$ cat src/rtl/mwd_pkg.sv
package mwd_pkg;
  localparam int unsigned CFG_AW = 12;
  localparam logic [CFG_AW-1:0] OFS_CFG_BASE  = 12'h168;
  localparam logic [CFG_AW-1:0] OFS_PERIOD    = 12'h16c;
  localparam logic [CFG_AW-1:0] OFS_XLAT_BASE = 12'h170;

  localparam logic [31:0] RST_PERIOD    = 32'h0100_0000;
  localparam logic [31:0] RST_CFG_BASE  = 32'h0000_0000;
  localparam logic [31:0] RST_XLAT_BASE = 32'h0000_1000;

  typedef enum logic [1:0] {
    TGT_BAR  = 2'd0,
    TGT_CFG  = 2'd1,
    TGT_XLAT = 2'd2
  } tgt_e;
endpackage

$ cat src/rtl/mwd_cfg_regs.sv
module mwd_cfg_regs
  import mwd_pkg::*;
#(
  parameter int unsigned AW = 32
) (
  input  logic              clk_i,
  input  logic              rst_ni,
  input  logic              we_i,
  input  logic [CFG_AW-1:0] addr_i,
  input  logic [AW-1:0]     wdata_i,
  output logic [AW-1:0]     rdata_o,
  output logic [AW-1:0]     period_o,
  output logic [AW-1:0]     cfg_base_o,
  output logic [AW-1:0]     xlat_base_o
);
  logic [AW-1:0] period_q, cfg_base_q, xlat_base_q;

  always_ff @(posedge clk_i or negedge rst_ni) begin
    if (!rst_ni) begin
      period_q    <= AW'(RST_PERIOD);
      cfg_base_q  <= AW'(RST_CFG_BASE);
      xlat_base_q <= AW'(RST_XLAT_BASE);
    end else if (we_i) begin
      unique case (addr_i)
        OFS_PERIOD:    period_q    <= wdata_i;
        OFS_CFG_BASE:  cfg_base_q  <= wdata_i;
        OFS_XLAT_BASE: xlat_base_q <= wdata_i;
        default: ;
      endcase
    end
  end

  always_comb begin
    unique case (addr_i)
      OFS_PERIOD:    rdata_o = period_q;
      OFS_CFG_BASE:  rdata_o = cfg_base_q;
      OFS_XLAT_BASE: rdata_o = xlat_base_q;
      default:       rdata_o = '0;
    endcase
  end

  assign period_o    = period_q;
  assign cfg_base_o  = cfg_base_q;
  assign xlat_base_o = xlat_base_q;

  a_r2_cfg_base_write: assert property (@(posedge clk_i) disable iff (!rst_ni)
    we_i && addr_i == OFS_CFG_BASE |=> cfg_base_o == $past(wdata_i));
  a_r2_period_write: assert property (@(posedge clk_i) disable iff (!rst_ni)
    we_i && addr_i == OFS_PERIOD |=> period_o == $past(wdata_i));
  a_r2_hold: assert property (@(posedge clk_i) disable iff (!rst_ni)
    !we_i |=> $stable(period_o) && $stable(cfg_base_o) && $stable(xlat_base_o));
endmodule

$ cat src/rtl/mwd_mask_gen.sv
module mwd_mask_gen #(
  parameter int unsigned AW = 32
) (
  input  logic [AW-1:0] period_i,
  output logic [AW-1:0] mask_o
);
  localparam int unsigned STAGES = $clog2(AW);

  logic [AW-1:0] stage [STAGES+1];

  assign stage[0] = period_i - AW'(1);

  // smear highest set bit downward: rounds period up to a power of two
  for (genvar k = 0; k < STAGES; k++) begin : g_smear
    assign stage[k+1] = stage[k] | (stage[k] >> (1 << k));
  end

  assign mask_o = stage[STAGES];

  always_comb begin
    a_r3_mask_contiguous: assert (((mask_o + AW'(1)) & mask_o) == '0);
  end
endmodule

$ cat src/rtl/mwd_window_match.sv
module mwd_window_match #(
  parameter int unsigned AW  = 32,
  parameter int unsigned WIN = 4096
) (
  input  logic [AW-1:0] in_block_i,
  input  logic [AW-1:0] base_i,
  output logic          hit_o,
  output logic [AW-1:0] offset_o
);
  logic [AW-1:0] diff;

  assign diff     = in_block_i - base_i;
  assign hit_o    = (in_block_i >= base_i) && (diff < AW'(WIN));
  assign offset_o = diff;
endmodule

$ cat src/rtl/mirror_window_decoder.sv
module mirror_window_decoder
  import mwd_pkg::*;
#(
  parameter int unsigned AW  = 32,
  parameter int unsigned WIN = 4096
) (
  input  logic              clk_i,
  input  logic              rst_ni,
  input  logic              cfg_we_i,
  input  logic [CFG_AW-1:0] cfg_addr_i,
  input  logic [AW-1:0]     cfg_wdata_i,
  output logic [AW-1:0]     cfg_rdata_o,
  input  logic              acc_valid_i,
  input  logic [AW-1:0]     acc_addr_i,
  output logic              out_valid_o,
  output logic              sel_cfg_o,
  output logic              sel_xlat_o,
  output logic              sel_bar_o,
  output logic [AW-1:0]     offset_o
);
  localparam int unsigned NWIN = 2;  // index 0 = config space, 1 = translation space

  logic [AW-1:0] period, cfg_base, xlat_base, mask, in_block;
  logic [AW-1:0] win_base [NWIN];
  logic [AW-1:0] win_ofs  [NWIN];
  logic [NWIN-1:0] win_hit;
  tgt_e          tgt_d;
  logic [AW-1:0] ofs_d;

  mwd_cfg_regs #(.AW(AW)) i_regs (
    .clk_i       (clk_i),
    .rst_ni      (rst_ni),
    .we_i        (cfg_we_i),
    .addr_i      (cfg_addr_i),
    .wdata_i     (cfg_wdata_i),
    .rdata_o     (cfg_rdata_o),
    .period_o    (period),
    .cfg_base_o  (cfg_base),
    .xlat_base_o (xlat_base)
  );

  mwd_mask_gen #(.AW(AW)) i_mask (
    .period_i (period),
    .mask_o   (mask)
  );

  assign in_block    = acc_addr_i & mask;
  assign win_base[0] = cfg_base;
  assign win_base[1] = xlat_base;

  for (genvar w = 0; w < NWIN; w++) begin : g_win
    mwd_window_match #(.AW(AW), .WIN(WIN)) i_match (
      .in_block_i (in_block),
      .base_i     (win_base[w]),
      .hit_o      (win_hit[w]),
      .offset_o   (win_ofs[w])
    );
  end

  always_comb begin
    if (win_hit[0]) begin
      tgt_d = TGT_CFG;
      ofs_d = win_ofs[0];
    end else if (win_hit[1]) begin
      tgt_d = TGT_XLAT;
      ofs_d = win_ofs[1];
    end else begin
      tgt_d = TGT_BAR;
      ofs_d = acc_addr_i;
    end
  end

  always_ff @(posedge clk_i or negedge rst_ni) begin
    if (!rst_ni) begin
      out_valid_o <= 1'b0;
      sel_cfg_o   <= 1'b0;
      sel_xlat_o  <= 1'b0;
      sel_bar_o   <= 1'b0;
      offset_o    <= '0;
    end else begin
      out_valid_o <= acc_valid_i;
      sel_cfg_o   <= acc_valid_i && (tgt_d == TGT_CFG);
      sel_xlat_o  <= acc_valid_i && (tgt_d == TGT_XLAT);
      sel_bar_o   <= acc_valid_i && (tgt_d == TGT_BAR);
      offset_o    <= acc_valid_i ? ofs_d : '0;
    end
  end

  a_r8_one_select: assert property (@(posedge clk_i) disable iff (!rst_ni)
    out_valid_o |-> $onehot({sel_cfg_o, sel_xlat_o, sel_bar_o}));
  a_r8_idle_quiet: assert property (@(posedge clk_i) disable iff (!rst_ni)
    !out_valid_o |-> !(sel_cfg_o || sel_xlat_o || sel_bar_o) && offset_o == '0);
  a_r8_latency: assert property (@(posedge clk_i) disable iff (!rst_ni)
    acc_valid_i |=> out_valid_o);
  a_r6_cfg_priority: assert property (@(posedge clk_i) disable iff (!rst_ni)
    acc_valid_i && (&win_hit) |=> sel_cfg_o);
  a_r7_bar_offset: assert property (@(posedge clk_i) disable iff (!rst_ni)
    acc_valid_i && win_hit == '0 |=> sel_bar_o && offset_o == $past(acc_addr_i));
endmodule

$ cat config.mk
export PLATFORM = sky130hd
export DESIGN_NAME = mirror_window_decoder
export DESIGN_NICKNAME = d
export VERILOG_FILES = /design/src/rtl/mwd_pkg.sv /design/src/rtl/mwd_cfg_regs.sv /design/src/rtl/mwd_mask_gen.sv /design/src/rtl/mwd_window_match.sv /design/src/rtl/mirror_window_decoder.sv
export SDC_FILE = /design/constraint.sdc
export NUM_CORES = 1
export LEC_CHECK = 0
export CAP_MARGIN = 20
export CORE_UTILIZATION = 55
export CTS_BUF_LIST = sky130_fd_sc_hd__clkbuf_4
export DETAILED_ROUTE_END_ITERATION = 10
export PLACE_DENSITY = 0.79
export SLEW_MARGIN = 20
export SYNTH_ARGS = -nofsm -noshare
export SYNTH_HDL_FRONTEND = slang
export SYNTH_SLANG_ARGS = --single-unit
$ cat constraint.sdc
create_clock -name clk_i -period 10.04 [get_ports clk_i]
set_input_delay 2.51 -clock clk_i [delete_from_list [all_inputs] [get_ports clk_i]]
set_output_delay 2.51 -clock clk_i [all_outputs]
set_load 0.02 [all_outputs]
==> summary.txt <==
Yosys
  – Mux contribution to synthesized area: 10.8%
  – Yosys top cell area share: 27.3%
  – Synthesized area: 11900 um^2
  – Post-synth top flop: dfrtp_1
  – Cells after Synth: 1387
  – Post-synthesis simple-gate area fraction: 20.7%
  – Synthesis Warnings: 0
  – Post-synthesis sequential area ratio: 27.7%
  – Count of distinct cell types in the synthesized netlist: 95
  – Largest area contributor in the netlist: dfrtp_1
  – Largest cells by area after synthesis: dfrtp_1 27%, mux2_2 9.3%, ha_1 6.0%
  – Post-synth EDFFs: 0
  – Synth Register Bits: 132
  – Async SR Flop Fraction: 100%
  – Main combinational cell family by area after synthesis: compound AO/OA/AOI/OAI gates
  – Compound-cell area share of the yosys netlist: 23.6%
  – Post-Synth Adder-Cell Area: 6.68%
  – Syn Area/Cell: 8.60 um^2
  – Syn nets: 1525
  – Post-Synth XOR/XNOR Area: 4.02%

Clock network
  – H-tree Lvls: 4
  – Post-CTS resize count: 0
  – Clock transition at path regs: 150 ps
  – Num CTS Buffers: 17
  – Hold buffers post-CTS: 0
  – Worst-Skew Late Latency: 570 ps
  – Post-CTS Setup Bufs: 0
  – TritonCTS clock tree: built
  – CTS Buffer Depth: 2
  – Clk root buf: clkbuf_4
  – Clk sink count: 132

Status
  – Failing checks: design-rule violations
  – Outcome: finished with violations

Route
  – Met2 WL: 19500 um
  – Residual DRC: 3
  – Highest routed layer: met4
  – Final wirelength: 43100 um
  – Vias: 11919
  – Wire per inst: 24.2 um
  – Via/cell ratio: 6.70
  – Antenna-violating nets left: 0
  – Drt first-iter violations: 1319
  – Drt first pass iters: 11
  – M1 wire length: 17800 um
  – WL met3: 4310 um

Setup path
  – Arrival @ worst endpoint: 9490 ps
  – CP Class: reg -> reg
  – FF-to-FF Start: i_regs.period_o[11]$_DFFE_PN0P_
  – Crit end category: flop
  – Worst Setup SP: i_regs.period_o[11]$_DFFE_PN0P_
  – Reg2Reg Setup Slack: 990 ps
  – Worst R2R End: offset_o[25]$_DFF_PN0_
  – Required @ worst endpoint: 10480 ps
  – Crit path max fanout: 20
  – CP startpoint kind: flop
  – R2R cell count: 26

Finish
  – Commonest cells after routing, fill and taps aside: 146 x clkdlybuf4s50_1, 130 x dfrtp_1, 125 x inv_1
  – Area Growth Syn to Fin: 16.0%
  – Most common cell after layout, fill and taps aside: clkdlybuf4s50_1
  – Layout cell share with drive strength beyond 1: 13.0%
  – Filler Cell Count: 1822
  – Fin cells: 1780
  – Nets: 1629

Die
  – Die Y: 149 um
  – Area of the core: 21200 um^2
  – Width of the die: 149 um
  – I/O pin total: 148
  – Num rows: 53
  – Die Area: 22300 um^2
  – Starting density of the core: 56.4%

Job
  – MaxCap Viol Count: 0

STA
  – Final cycle utilization of the critical path: 90.2%
  – Post-route minimum period: 9050 ps
  – FMAX: 110 MHz
  – Hold Vio Cnt, Final: 0
  – Worst Hold Margin: 557 ps
  – Setup TNS: 0 ps
  – Finish-stage setup viols: 0
  – Pins Over Slew Limit: 0
  – Worst Tran Pin Value: 1000 ps
  – Fin Clk Skew: 31.0 ps
  – Relative slew slack: 31.3%
  – Unrepaired setup endpoints after global routing: no

Power
  – Cell area power density: 90.3 nW/um^2
  – Pleak: 6.16 nW
  – Total power: 0.00125 W
  – Worst IR Drop VDD: 0.000111 V

Global routing
  – Total grt overflow: 0
  – Global-route wire length before repair: 64600 um
  – Vias in the first global route: 11139
  – GRT Overall Usage: 38.9%
  – Largest net degree at the start of global routing: 77
  – Initial antenna violation count: 1

Min path
  – Min-Delay Endpoint: i_regs.cfg_base_o[29]$_DFFE_PN0P_
  – WHS Path Cells: 1
  – Hold Crit Class: reg -> reg
  – Hold path start: i_regs.cfg_base_o[29]$_DFFE_PN0P_

Placement
  – Post-DP HPWL: 34300 um
  – Cells after DPL: 1747
  – Global placement routability congestion: 1.05
  – Buffers on Ports: 147
==> flip-flops by register name (all words and copies together) (netlist names) <==
name and flops:
i_regs.xlat_base_o 32, offset_o 32, sel_bar_o 1, i_regs.period_o 32, i_regs.cfg_base_o 32, out_valid_o 1, sel_xlat_o 1, sel_cfg_o 1
==> layer usage <==
metal	track usage, %	vias up
met5	0	-
met4	14.6	0
met3	9.72	90
met2	61.0	667
met1	51.7	5767
li1	-	5395
==> stage by stage <==
step,utilization (%),setup WS (ps),cell area [um^2]
after global routing,65.4,294,13800
after CTS,65.4,1100,13800
after global placement,64.0,1430,13500
final,65.4,989,13800
after floorplan,-,2860,11900
after detailed placement,64.0,1190,13500
==> cell type report <==
cell class / instances / area, um^2 / area share (%)
inverter: 126 / 473 / 3.42
timing repair buffer: 157 / 1540 / 11.2
multi-input combinational: 1057 / 7880 / 56.9
antenna: 1 / 2.50 / 0.0181
clock inverter: 15 / 161 / 1.17
tap: 275 / 344 / 2.49
sequential: 132 / 3310 / 23.9
clock buffer: 17 / 128 / 0.922
==> how the worst max path moves through the flow <==
stage,end,slack [ps],cells after the start
floorplan,offset_o[10]$_DFF_PN0_,2860,31
global placement,offset_o[20]$_DFF_PN0_,1430,27
detailed placement,offset_o[25]$_DFF_PN0_,1190,26
CTS,offset_o[25]$_DFF_PN0_,1100,26
global route,offset_o[25]$_DFF_PN0_,290,27
finish,offset_o[25]$_DFF_PN0_,990,26
==> cell usage after synthesis (11+ instances only) <==
library cell  instances
xor2_1               23
a21o_1               42
nor2_1               72
nor2b_1              18
inv_1               125
mux2i_1              17
nand3_1              33
nand4_1              31
o21bai_1             17
nor3_1               32
ha_1                 57
nand2b_1             15
mux2_2               99
dfrtp_1             130
clkbuf_1             53
a211oi_1             11
xnor2_1              28
a222oi_1             32
nor4_1               21
o21a_1               15
o22ai_1              17
and3_1               14
or3_1                14
and2_1               36
a31oi_1              17
o21ai_0              46
a21oi_1              84
nand2_1              90
==> cells by family after synthesis <==
family / count (synthesis)
and+or+nand+nor: 444
DFF: 132
adders and majority gates: 64
xor gates and xnor gates: 53
buffers and inverters: 198
muxes: 116
AOI/OAI and AO/OA: 380
==> power by group <==
| part | switching (W) | internal (W) | total, W | leakage [nW] |
|---|---|---|---|---|
| registers | 0.00000467 | 0.000540 | 0.000545 | 1.80 |
| logic | 0.000193 | 0.000130 | 0.000323 | 4.21 |
| clock network | 0.000247 | 0.000135 | 0.000382 | 0.155 |
| total | 0.000444 | 0.000806 | 0.00125 | 6.16 |
==> critical path, cell delays in order (launching register included) <==
cell       delay, ps
dfrtp_1          500
nor3_1           620
nand4b_1         440
or3_1            420
o22ai_1          270
nand4_4          320
nor2b_1          270
and2_1           180
nor3b_1          420
and3_1           330
nand2_1          100
and2_1           220
ha_1             450
a21o_1           220
a21oi_1          400
o21ai_0          160
or3_1            320
a2111oi_0        630
o2111ai_1        200
a21oi_1          150
o311ai_0         130
nor4_1           230
o2111ai_1        160
or4_4            550
nor3_4           690
nor3b_4          270
and2_1           250
No activity file was read; power rests on OpenSTA's default activity.
